**src/rtl/rrm_pkg.sv**
```systemverilog
package rrm_pkg;

    // Ramp direction state
    typedef enum logic {
        DIR_UP   = 1'b0,
        DIR_DOWN = 1'b1
    } ramp_dir_e;

endpackage

```
**src/rtl/rrm_divider.sv**
```systemverilog
module rrm_divider #(
    parameter int W = 4
) (
    input  logic         clk,
    input  logic         rst,
    output logic         start,
    output logic [W-1:0] tap
);
    localparam logic [W-1:0] ONE = W'(1);

    logic [W-1:0] cnt_q;

    always_ff @(posedge clk) begin
        if (rst) begin
            cnt_q <= '0;
        end else begin
            cnt_q <= cnt_q + ONE;
        end
    end

    assign start = (cnt_q == '0);

    // tap[k]: lowest k+1 count bits equal a one followed by k zeros
    for (genvar k = 0; k < W; k++) begin : g_tap
        localparam logic [W-1:0] PAT = ONE << k;
        assign tap[k] = (cnt_q[k:0] == PAT[k:0]);
    end


    taps_disjoint_chk: assert property (@(posedge clk) disable iff (rst)
        $onehot0(tap));

endmodule

```
**src/rtl/rrm_ramp.sv**
```systemverilog
module rrm_ramp
    import rrm_pkg::*;
#(
    parameter int W = 4
) (
    input  logic         clk,
    input  logic         rst,
    input  logic         dir_in,
    input  logic         step_en,
    output logic [W-1:0] rate
);
    localparam logic [W-1:0] TOP = {W{1'b1}};
    localparam logic [W-1:0] BOT = '0;
    localparam logic [W-1:0] ONE = W'(1);

    ramp_dir_e    state_q, state_d;
    logic         prev_q;
    logic         flip;
    logic [W-1:0] rate_q, rate_d;

    assign flip = dir_in ^ prev_q;

    // State register
    always_ff @(posedge clk) begin
        if (rst) begin
            state_q <= DIR_UP;
            prev_q  <= dir_in;
            rate_q  <= '0;
        end else begin
            state_q <= state_d;
            prev_q  <= dir_in;
            rate_q  <= rate_d;
        end
    end

    // Next-state: a level change on dir_in reverses
    always_comb begin
        state_d = state_q;
        unique case (state_q)
            DIR_UP:   if (flip) state_d = DIR_DOWN;
            DIR_DOWN: if (flip) state_d = DIR_UP;
        endcase
    end

    // Output: saturating step in the effective direction
    always_comb begin
        rate_d = rate_q;
        if (step_en) begin
            unique case (state_d)
                DIR_UP:   if (rate_q != TOP) rate_d = rate_q + ONE;
                DIR_DOWN: if (rate_q != BOT) rate_d = rate_q - ONE;
            endcase
        end
    end

    assign rate = rate_q;


    hold_when_idle_chk: assert property (@(posedge clk) disable iff (rst)
        !step_en |=> $stable(rate_q));


    unit_step_chk: assert property (@(posedge clk) disable iff (rst)
        !$stable(rate_q) |-> (rate_q == $past(rate_q) + ONE) || (rate_q == $past(rate_q) - ONE));


    no_wrap_top_chk: assert property (@(posedge clk) disable iff (rst)
        rate_q == TOP |=> rate_q != BOT);


    no_wrap_bot_chk: assert property (@(posedge clk) disable iff (rst)
        rate_q == BOT |=> rate_q != TOP);


    reverse_on_toggle_chk: assert property (@(posedge clk) disable iff (rst)
        flip && step_en && state_q == DIR_UP && rate_q != BOT |=> rate_q == $past(rate_q) - ONE);

endmodule

```
**src/rtl/rrm_gate.sv**
```systemverilog
module rrm_gate #(
    parameter int W = 4
) (
    input  logic         clk,
    input  logic         rst,
    input  logic         start,
    input  logic [W-1:0] tap,
    input  logic [W-1:0] rate,
    output logic         pulse
);
    logic [W-1:0] rate_l;
    logic [W-1:0] term;
    logic         pulse_q;

    always_ff @(posedge clk) begin
        if (rst) begin
            rate_l  <= '0;
            pulse_q <= 1'b0;
        end else begin
            if (start) rate_l <= rate;
            pulse_q <= |term;
        end
    end

    // Fastest strobe weighted by the rate MSB, slowest by the LSB
    for (genvar k = 0; k < W; k++) begin : g_term
        assign term[k] = tap[k] & rate_l[W-1-k];
    end

    assign pulse = pulse_q;


    latch_hold_chk: assert property (@(posedge clk) disable iff (rst)
        !start |=> $stable(rate_l));


    zero_rate_silent_chk: assert property (@(posedge clk) disable iff (rst)
        rate_l == '0 |=> !pulse_q);

endmodule

```
**src/rtl/ramp_rate_mult.sv**
```systemverilog
module ramp_rate_mult #(
    parameter int W = 4
) (
    input  logic         clk,
    input  logic         rst,
    input  logic         dir_in,
    input  logic         step_en,
    output logic [W-1:0] rate_word,
    output logic         pulse_out
);
    logic         start;
    logic [W-1:0] tap;

    rrm_divider #(.W(W)) u_div (
        .clk   (clk),
        .rst   (rst),
        .start (start),
        .tap   (tap)
    );

    rrm_ramp #(.W(W)) u_ramp (
        .clk     (clk),
        .rst     (rst),
        .dir_in  (dir_in),
        .step_en (step_en),
        .rate    (rate_word)
    );

    rrm_gate #(.W(W)) u_gate (
        .clk   (clk),
        .rst   (rst),
        .start (start),
        .tap   (tap),
        .rate  (rate_word),
        .pulse (pulse_out)
    );


    reset_state_chk: assert property (@(posedge clk)
        rst |=> (rate_word == '0) && !pulse_out);

endmodule

```
**config.mk**
```make
export PLATFORM = sky130hd
export DESIGN_NAME = ramp_rate_mult
export DESIGN_NICKNAME = d
export VERILOG_FILES = /design/src/rtl/rrm_pkg.sv /design/src/rtl/rrm_divider.sv /design/src/rtl/rrm_ramp.sv /design/src/rtl/rrm_gate.sv /design/src/rtl/ramp_rate_mult.sv
export SDC_FILE = /design/constraint.sdc
export NUM_CORES = 1
export LEC_CHECK = 0
export BUFFER_PORTS_ARGS = -buffer_cell sky130_fd_sc_hd__clkbuf_2
export CAP_MARGIN = 30
export CORE_MARGIN = 4
export CORE_UTILIZATION = 58
export DETAILED_ROUTE_END_ITERATION = 8
export PLACE_DENSITY = 0.89
export SETUP_SLACK_MARGIN = 0.2
export SYNTH_ARGS = -nofsm -noshare
export SYNTH_HDL_FRONTEND = slang
export SYNTH_HIERARCHICAL = 1
export SYNTH_SLANG_ARGS = --single-unit
export TNS_END_PERCENT = 30
```
**constraint.sdc**
```tcl
create_clock -name clk -period 4.36 [get_ports clk]
set_input_delay 0.218 -clock clk [delete_from_list [all_inputs] [get_ports clk]]
set_output_delay 0.218 -clock clk [all_outputs]
set_load 0.005 [all_outputs]
```
# After elaboration in Yosys (flattened, before gate mapping)
# Index checks and enable logic that the tools add are counted.
# W data, S select, Z words.
dict set report classes {
  addsub 3
  n_reduce_logical 4
  n_mux 6
  n_eq_ne 6
  bitwise 7
}
# operator n
set ops {}
lappend ops {{$add A4 B1 Y4 const B} 2}
lappend ops {{$mux W4} 2}
lappend ops {{$pmux W4 S2} 1}
lappend ops {{$and A1 B1 Y1} 4}
lappend ops {{$eq A4 B4 Y1 const B} 1}
lappend ops {{$logic_not A4 Y1} 1}
lappend ops {{$ne A4 B4 Y1 const B} 1}
lappend ops {{$reduce_bool A4 Y1} 1}
lappend ops {{$reduce_or A4 Y1} 1}
lappend ops {{$sub A4 B1 Y4 const B} 1}
lappend ops {{$eq A3 B3 Y1 const B} 1}
lappend ops {{$reduce_and A3 Y1} 1}
lappend ops {{$eq A2 B2 Y1 const B} 1}
lappend ops {{$mux W1} 2}
lappend ops {{$ne A2 B1 Y1 const B} 1}
lappend ops {{$ne A2 B2 Y1 const B} 1}
lappend ops {{$not A1 Y1} 2}
lappend ops {{$pmux W1 S2} 1}
lappend ops {{$xor A1 B1 Y1} 1}
dict set report word_totals {
  word_cells 32
  input_bits 4
  register_bits 15
}

# Longest topological paths before layout
# Gate-level depths: netlist of run 1.
dict set report logic_depth {
  ltp_word 6
  ltp_mapped 7
}

# By module
# Netlist of run 1, hierarchy kept.
# mod instances seq_area_each_um2 cells_per_inst area_per_inst_um2
set modules_own_cells {}
lappend modules_own_cells {rrm_ramp 1 120.1 34 371.6}
lappend modules_own_cells {rrm_divider 1 80.1 21 214.0}
lappend modules_own_cells {rrm_gate 1 100.1 17 180.2}

# Worst setup path after synthesis of run 1
# No wires, ideal clock.
dict set report synth_path {
  path_kind {reg2reg}
  start {reg u_ramp.prev_q}
  end {reg u_ramp.rate_q[3] (netlist: u_ramp/rate[3])}
  path_buffers 0
  t_arrival_ps 2078
  synth_period_minus_slack_ps 2201
  path_stages_with_launch 8
  slack_ps 2159
  path_cell_list {dfxtp_1 > xnor3_2 > inv_1 > ha_1 > a21o_1 > a21oi_1 > mux2i_4 > mux2_1}
}
dict set report synth_via {
  elab_chain_len 6
  elab_cells_between_ends 9
  cone_classes {eq/ne: 2; mux: 4; bitwise: 2; reduce/logical: 1}
}
# item line
set synth_lines {}
lappend synth_lines {{start: declaration} rrm_ramp.sv:17} ;# logic prev_q;
lappend synth_lines {{start signal: assignment} rrm_ramp.sv:27} ;# prev_q <= dir_in;
lappend synth_lines {{start signal: assignment} rrm_ramp.sv:31} ;# prev_q <= dir_in;
lappend synth_lines {{$xor A1 B1 Y1 *} rrm_ramp.sv:21} ;# assign flip = dir_in ^ prev_q;
lappend synth_lines {{$mux W1, on equally long branches} {rrm_ramp.sv:41, rrm_ramp.sv:40}}
lappend synth_lines {{$pmux W1 S2 *} rrm_ramp.sv:39} ;# unique case (state_q)
lappend synth_lines {{named net u_ramp.state_d} rrm_ramp.sv:16} ;# ramp_dir_e state_q, state_d;
lappend synth_lines {{$not A1 Y1} rrm_ramp.sv:49} ;# unique case (state_d)
lappend synth_lines {{$ne A2 B1 Y1 (no line)} n/a}
lappend synth_lines {{$reduce_and A3 Y1 (no line)} n/a}
lappend synth_lines {{end signal: assignment} rrm_ramp.sv:32} ;# rate_q <= rate_d;
lappend synth_lines {{end: declaration} rrm_ramp.sv:19} ;# logic [W-1:0] rate_q, rate_d;
# Mark *: on every way through the listed nets, which the timed path passes. The rest lies on a longest branch.
# A chain may end at the register's enable or synchronous reset.

# Final worst setup path of run 1
# Ends and elaborated chain as after synthesis.

==> metrics.yaml, run 1 <==
p_comb_share_pct: 34.5
grt_usage_pct: 15.2
fillers: 90
syn_avg_cell_area_um2: 10.6
peakVddDrop_mv: 0.260
drt_iter0_drc: 4
crit_slowest_cell: "xnor3_2"
drive_above_1_share_pct: 22.2
diodes: 0
routed_wl_um: 1240
tns_ns: 0
die_h_um: 44.3
yosys-top-cells-area: "dfxtp_1 39%, ha_1 8.2%, mux2i_1 6.5%"
syn-num-nets: 82
drc: 0
switching_power_uw: 141
die_w_um: 44.3
crit_path_max_fanout: 4
finish.instance_area_um2: 826
seq_power_share_pct: 46.8
synth_flop_cell: "dfxtp_1"
grt-ovfl-total: 0
end_kind: "flip-flop"
num_rows: 12
first_pass_iters: 4
post_cts_buffers: 0
holdWs_ns: 0.0713
timing_worst_setup_path_type: "reg -> reg"
cts_resized: 0
cts_tree: "built"
maxSlewViolCount: 0
grt_setup_unrepaired: "false"
io-pin-count: 9
syn_inst: 72
area_growth_pct: 7.84
synthDistinctLibCells: 31
ctsLongestPathBuffers: 2
place.detailed.hpwl_um: 899
sw_frac_of_total_pct: 34.2
antenna_left: 0
core-area_um2: 1170
cp.required_ns: 4.52
synth_edf_count: 0
slew_headroom_pct: 51.0
hold_violations: 0
place_area_um2: 800
start_kind: "flip-flop"
final_common_cell: "dfxtp_1"
arrival_ns: 2.45
worst_pin_slew_ns: 0.733
wl_per_cell_um: 13.1
fin_worst_skew_ns: 0.00315
p_int_uw: 272
power_density_nw_per_um2: 500
async_flop_share_pct: 0
first_global_vias: 518
yosys.area.top_type_share_pct: 39.2
cpPeakStageDelay_ns: 0.46
max-cap-violations: 0
cts.clk_slew.worst_paths_ns: 0.08
root_buffer: "clkbuf_4"
antenna_found_initial: 0
ys_seq_area_share_pct: 39.2
power.leakage_nw: 0.374
netlist_area_um2: 766
yosysWarnings: 6
status: "completed"
hold_class: "in -> reg"
synth-seq-cells: 15
port_buffers: 8
worstSkewPairLatency_ns: 0.27
synth_top_area_cell: "dfxtp_1"
die_area_um2: 1970
fin_crit_sh_pct: 52.5
start_util_pct: 65.4
period_needed_ns: 2.29
grt_pass1_wl_um: 2220
routabilityCongestion: 0.738
cts_buffers: 3
path_cells: "xnor3_2 -> inv_1 -> ha_1 -> a21o_1 -> a21oi_1 -> mux2i_4 -> mux2_1"
grt_start_max_net_pins: 18
hold_buffers: 0
setup_viol: 0
pwr-share-clk_pct: 18.7
via_per_inst: 5.45
clock_sinks: 15
layout.nets: 92
vias: 518
mostFrequentLayoutCells: "15 x dfxtp_1, 10 x nor2_1, 8 x clkbuf_2"
timing.fmax_mhz: 437
htree_num_levels: 1
through the flow:
step,utilization [%],power (mW),cells,setup WS (ns)
after detailed placement,68.3,0.337,91,2.08
final,70.5,0.413,95,2.07
after global routing,70.5,0.444,95,1.97
after CTS,70.5,0.415,95,2.07
after global placement,68.3,0.330,91,2.14
after floorplan,-,0.304,72,2.16
per-layer routing:
layer / track usage [%] / up-vias / wire length, um
met3: 2.44 / 2 / 41
met5: 0 / - / 0
met2: 26.5 / 8 / 628
met1: 18.9 / 243 / 565
li1: - / 265 / -
met4: 5.42 / 0 / 8
power groups by stage:
stage / Clock (mW) / Sequential [mW] / Combinational, mW
6_report: 0.0770 / 0.193 / 0.143
5_1_grt: 0.0844 / 0.199 / 0.161
4_1_cts: 0.0800 / 0.193 / 0.143
3_5_place_dp: 0 / 0.196 / 0.141
3_3_place_gp: 0 / 0.194 / 0.136
2_1_floorplan: 0 / 0.190 / 0.114
synthesized netlist by cell type (2+ instances only):
cell type,instances
mux2i_1,5
nand2b_1,2
ha_1,5
xnor2_1,2
inv_1,3
nor2b_1,3
nor2_1,10
a21oi_1,2
a22oi_1,2
dfxtp_1,15
nor3b_1,2
nor3_1,2
path summary, 6_finish.rpt:
path	startpoint	endpoint	slack, ns	cells after the start
max	u_ramp/prev_q	u_ramp/rate[3]	2.07	7
min	dir_in	u_ramp/prev_q	0.07	1
max reg2reg	u_ramp/prev_q	u_ramp/rate[3]	2.07	7
min reg2reg	u_div/cnt_q[0]	u_div/cnt_q[0]	0.51	1
state kept, by name (all words and copies together) (netlist names):
register / cells
u_ramp/state_q: 1
u_ramp/rate: 4
u_div/cnt_q: 4
u_ramp/prev_q: 1
u_gate/pulse: 1
u_gate/rate_l: 4
worst max-delay path: cells and delay by family (launching register included):
kind	cells	cell delay, ns
multiplexers	2	0.60
XOR/XNOR	1	0.46
AO/OA/AOI/OAI	2	0.43
buffers and inverters	1	0.14
adder cells (fa/ha/maj)	1	0.24
flip-flops	1	0.32
kinds of logic (layout without fill, tap and decap cells):
family,after synthesis,in the layout,share of synthesized area (%)
xor gates and xnor gates,3,3,5.39
muxes,8,8,12.9
buffers and inverters,6,15,4.57
adders and majority gates,6,6,10.8
and+or+nand+nor,26,26,20.4
DFF,15,15,39.2
AOI/OAI and AO/OA,8,8,6.70
layout make-up:
type                       count  area, um^2  area share, %
multi-input combinational     51         430           52.1
sequential                    15         300           36.4
timing repair buffer           8        40.0           4.85
clock buffer                   4        26.3           3.18
tap                           14        17.5           2.12
inverter                       3        11.3           1.36
No activity file was read; power rests on OpenSTA's default activity.
==> inputs of run 2 (changes only) <==
--- a/config.mk
+++ b/config.mk
@@ -8,9 +8,9 @@
 export BUFFER_PORTS_ARGS = -buffer_cell sky130_fd_sc_hd__clkbuf_2
 export CAP_MARGIN = 30
 export CORE_MARGIN = 4
-export CORE_UTILIZATION = 58
+export CORE_UTILIZATION = 49
 export DETAILED_ROUTE_END_ITERATION = 8
-export PLACE_DENSITY = 0.89
+export PLACE_DENSITY = 0.82
 export SETUP_SLACK_MARGIN = 0.2
 export SYNTH_ARGS = -nofsm -noshare
 export SYNTH_HDL_FRONTEND = slang
==> constraint.sdc (replaced) <==
create_clock -name clk -period 2.1 [get_ports clk]
set_input_delay 0.105 -clock clk [delete_from_list [all_inputs] [get_ports clk]]
set_output_delay 0.105 -clock clk [all_outputs]
set_load 0.005 [all_outputs]
==> run 2 against run 1 <==
Setup slack worse by 2.0 ns. Largest power group unchanged. Sequential share of layout area is 2.0 points lower. Sequential cell count stayed put. Hold slack better by 0.14 ns. Non-clock buffer count is 3 higher. Register-to-register slack worse by 2.0 ns.
==> metrics.yaml, run 2 (synthesis results as in run 1) <==
dr.max_layer_used: "met4"
start_util_pct: 51.4
r2r_cells: 7
power_density_nw_per_um2: 1030
num_rows: 14
first_global_vias: 477
cp.required_ns: 2.27
peakVddDrop_mv: 0.643
worstSkewPairLatency_ns: 0.27
timing.fmax_mhz: 490
finish.instance_area_um2: 873
drive_above_1_share_pct: 28.6
fin_worst_skew_ns: 0.00227
cts_resized: 0
ctsLongestPathBuffers: 2
status: "completed"
p_total_uw: 896
maxSlewViolCount: 0
fillers: 132
fin_crit_sh_pct: 97.1
routed_wl_um: 1160
io-pin-count: 9
holdPathStages: 2
port_buffers: 8
dr_wl_met2_um: 511
grt_pass1_wl_um: 2000
wl_met3_um: 41
place.detailed.hpwl_um: 877
place_area_um2: 837
core-area_um2: 1490
crit_slowest_cell: "xnor3_2"
start_kind: "flip-flop"
vias: 521
arrival_ns: 2.21
cts_tree: "built"
hold_violations: 0
antenna_left: 0
worst_pin_slew_ns: 0.523
htree_num_levels: 1
period_needed_ns: 2.04
cts_buffers: 3
die_w_um: 47.5
area_growth_pct: 14.1
diodes: 0
first_pass_iters: 4
via_per_inst: 5.21
final_common_cell: "dfxtp_1"
crit_path_max_fanout: 3
grt-ovfl-total: 0
cts.clk_slew.worst_paths_ns: 0.09
drt_iter0_drc: 3
grt_setup_unrepaired: "true"
root_buffer: "clkbuf_4"
antenna_found_initial: 0
cpPeakStageDelay_ns: 0.42
slew_headroom_pct: 64.7
mostFrequentLayoutCells: "15 x dfxtp_1, 10 x nor2_1, 8 x clkbuf_2"
routabilityCongestion: 0.669
power.leakage_nw: 0.390
setup_viol: 0
timing_worst_setup_path_type: "reg -> reg"
hold_class: "in -> reg"
path_cells: "xnor3_2 -> inv_2 -> ha_4 -> a21o_1 -> a21oi_2 -> mux2i_4 -> mux2_4"
die_h_um: 47.5
die_area_um2: 2260
clock_sinks: 15
grt_start_max_net_pins: 18
end_kind: "flip-flop"
drc: 0
grt_usage_pct: 12.6
wl_met1_um: 597
layout.nets: 95
wl_per_cell_um: 11.6
max-cap-violations: 0
[run 2: changes by cell type in the layout (fill, tap and decap cells not counted), sizes merged]
| cell | delta |
|---|---|
| buf | +2 |
| dlygate4sd3 | +1 |
[run 2: where the power goes]
group	internal, mW	switching (mW)
Clock	0.0735	0.0863
Combinational	0.186	0.146
Sequential	0.334	0.0702
[run 2: through the flow]
| stage | util, % | TNS, ns | setup slack [ns] | hold WS [ns] | cells |
|---|---|---|---|---|---|
| global route | 58.7 | -0.0161 | -0.0161 | 0.256 | 100 |
| floorplan | - | 0 | 0.0631 | 0.133 | 72 |
| global placement | 56.2 | 0 | 0.110 | 0.245 | 95 |
| CTS | 58.7 | 0 | 0.0448 | 0.217 | 100 |
| finish | 58.7 | 0 | 0.0602 | 0.214 | 100 |
| detailed placement | 56.2 | 0 | 0.0549 | 0.246 | 95 |
[run 2: worst max-delay path, delay by kind of cell (launching register included)]
| kind | cells | cell delay, ns |
|---|---|---|
| xor gates and xnor gates | 1 | 0.42 |
| adders and majority gates | 1 | 0.20 |
| muxes | 2 | 0.56 |
| AOI/OAI and AO/OA | 2 | 0.34 |
| buffers and inverters | 1 | 0.11 |
| DFF | 1 | 0.32 |
[run 2: metal layers]
layer / GRT usage (%) / vias to the layer above
met5: 0 / -
met4: 8.06 / 0
met3: 3.38 / 2
met2: 17.6 / 5
met1: 17.0 / 241
li1: - / 273
[run 2: area by class of cell]
class                           instances  area [um^2]  share of cell area [%]
Clock buffer                            4         26.3                    3.01
Multi-Input combinational cell         51          450                    51.6
Inverter                                3         11.3                    1.29
Timing Repair Buffer                   11         65.1                    7.45
Sequential cell                        15          300                    34.4
Tap cell                               16         20.0                    2.29
[run 2: repair_timing]
action,4_1_cts,5_1_grt
hold buffers,1,0
setup endpoints to repair,1,1
setup buffers,0,0
endpoints found under the hold margin,1,0
pin swaps,0,0
[run 2: path summary, 6_finish.rpt]
check	start	end	slack, ns
min reg2reg	u_div/cnt_q[0]	u_div/cnt_q[0]	0.50
max reg2reg	u_ramp/state_q	u_ramp/rate[3]	0.06
min	rst	u_div/cnt_q[0]	0.21
max	u_ramp/state_q	u_ramp/rate[3]	0.06
==> inputs of run 3 (changes only) <==
--- a/config.mk
+++ b/config.mk
@@ -10,7 +10,7 @@
 export CORE_MARGIN = 4
 export CORE_UTILIZATION = 49
 export DETAILED_ROUTE_END_ITERATION = 8
-export PLACE_DENSITY = 0.82
+export PLACE_DENSITY = 0.72
 export SETUP_SLACK_MARGIN = 0.2
 export SYNTH_ARGS = -nofsm -noshare
 export SYNTH_HDL_FRONTEND = slang
==> run 3 against run 2 <==
Count of clock-buffer cells in the layout decreased by 1. Cell area increased by 1.3%. Routed wire length increased by 8.6%. First-iteration DRC count unchanged. Non-clock buffer count increased by 1. Clock power increased by 6%. Largest cell class unchanged. Highest routed layer is now met3.
==> metrics.yaml, run 3 (synthesis results as in run 1) <==
status: "completed"
grt-ovfl-total: 0
start_kind: "flip-flop"
die_w_um: 47.5
r2r_cells: 7
p_int_uw: 595
fin_util_pct: 59.4
first_pass_iters: 4
diodes: 0
setup.worst_path.end: "u_ramp/rate[3]"
peakVddDrop_mv: 0.681
area_growth_pct: 15.5
max-cap-violations: 0
hold_class: "in -> reg"
power.leakage_nw: 0.393
hold_violations: 0
grt_pass1_wl_um: 2100
fillers: 117
antenna_found_initial: 0
via_per_inst: 5.22
final_common_cell: "dfxtp_1"
regArea_um2: 300
grt_start_max_net_pins: 18
crit_path_max_fanout: 3
rrSetupSlack_ns: 0.07
cp.required_ns: 2.29
ctsLongestPathBuffers: 2
die_h_um: 47.5
grt_usage_pct: 13.8
die_area_um2: 2260
reg2reg_to: "u_ramp/rate[3]"
fin_crit_sh_pct: 96.5
routed_wl_um: 1260
routabilityCongestion: 0.628
multi_input_area_um2: 450
switching_power_uw: 321
core-area_um2: 1490
arrival_ns: 2.22
sw_frac_of_total_pct: 35.0
critPathLaunch: "u_ramp/prev_q"
power_density_nw_per_um2: 1040
cts.clk_slew.worst_paths_ns: 0.10
io-pin-count: 9
fin_worst_skew_ns: 0.0131
layout.nets: 96
wl_per_cell_um: 12.5
drive_above_1_share_pct: 30.6
mostFrequentLayoutCells: "15 x dfxtp_1, 10 x nor2_1, 8 x clkbuf_2"
drt_iter0_drc: 3
start_util_pct: 51.4
timing_worst_setup_path_type: "reg -> reg"
seq_power_share_pct: 44.3
period_needed_ns: 2.03
pwr-share-clk_pct: 18.4
num_rows: 14
vias: 527
root_buffer: "clkbuf_4"
cts_tree: "built"
setup_viol: 0
worst_pin_slew_ns: 0.539
htree_num_levels: 1
rr_startpoint: "u_ramp/prev_q"
drc: 0
clock_sinks: 15
cts_resized: 0
timing.fmax_mhz: 493
end_kind: "flip-flop"
slew_headroom_pct: 63.6
grt_setup_unrepaired: "true"
port_buffers: 8
maxSlewViolCount: 0
first_global_vias: 510
tns_ns: 0
place.detailed.hpwl_um: 918
antenna_left: 0
worstSkewPairLatency_ns: 0.29
p_comb_share_pct: 37.3
cts_buffers: 3
## run 3: changes by cell type in the layout (fill, tap and decap cells not counted)
cell,before,now
clkbuf_1,1,0
buf_4,2,3
clkinvlp_4,0,1
## run 3: area by class of cell
cell class / count / area share, %
multi-input cells: 51 / 50.9
flip-flops and latches: 15 / 33.9
repair buffers: 12 / 8.20
clock buffers: 3 / 2.55
well taps: 16 / 2.26
inverters: 3 / 1.27
clock inverters: 1 / 0.849
## run 3: per-stage QoR
stage	hold WS [ns]	cell area (um^2)	cells	power, mW	worst slack (ns)
after floorplan	0.133	786	72	0.662	0.0631
after global placement	0.243	837	95	0.734	0.107
after detailed placement	0.239	837	95	0.753	0.0509
after CTS	0.201	885	101	0.927	0.0593
after global routing	0.232	885	101	0.997	0.0131
final	0.198	885	101	0.916	0.0727
## run 3: worst max-delay path, cell delays in order, from the launching register on
cell and delay, ns:
dfxtp_1 0.32, xnor3_2 0.43, inv_2 0.10, ha_4 0.19, a21o_1 0.16, a21oi_2 0.19, mux2i_4 0.25, mux2_4 0.30
## run 3: repair_timing
| action | CTS | global route |
|---|---|---|
| buffers inserted | 1 | 0 |
| endpoints found under the setup margin | 1 | 1 |
| hold endpoints to repair | 1 | 0 |
| hold buffers | 1 | 0 |
| pin swaps | 2 | 1 |
## run 3: routing by layer
| layer | vias up | share of wire [%] | global-route usage [%] |
|---|---|---|---|
| li1 | 271 | - | - |
| met1 | 247 | 48 | 15.2 |
| met2 | 9 | 47 | 23.8 |
| met3 | 0 | 4.8 | 6.77 |
| met4 | 0 | 0 | 3.23 |
| met5 | - | 0 | 0 |
## run 3: how the worst min path moves through the flow
stage / end / cells past startpoint / slack (ns) / startpoint
after floorplan: u_ramp/prev_q / 0 / 0.13 / dir_in
after global placement: u_ramp/prev_q / 1 / 0.24 / dir_in
after detailed placement: u_ramp/prev_q / 1 / 0.24 / dir_in
after CTS: u_div/cnt_q[0] / 2 / 0.20 / rst
after global routing: u_div/cnt_q[0] / 2 / 0.23 / rst
final: u_div/cnt_q[0] / 2 / 0.20 / rst
## run 3: power by group through the flow
stage	Sequential [mW]	Clock (mW)	Combinational (mW)
2_1_floorplan	0.398	0	0.264
3_3_place_gp	0.410	0	0.324
3_5_place_dp	0.413	0	0.340
4_1_cts	0.406	0.177	0.344
5_1_grt	0.418	0.198	0.381
6_report	0.406	0.169	0.342
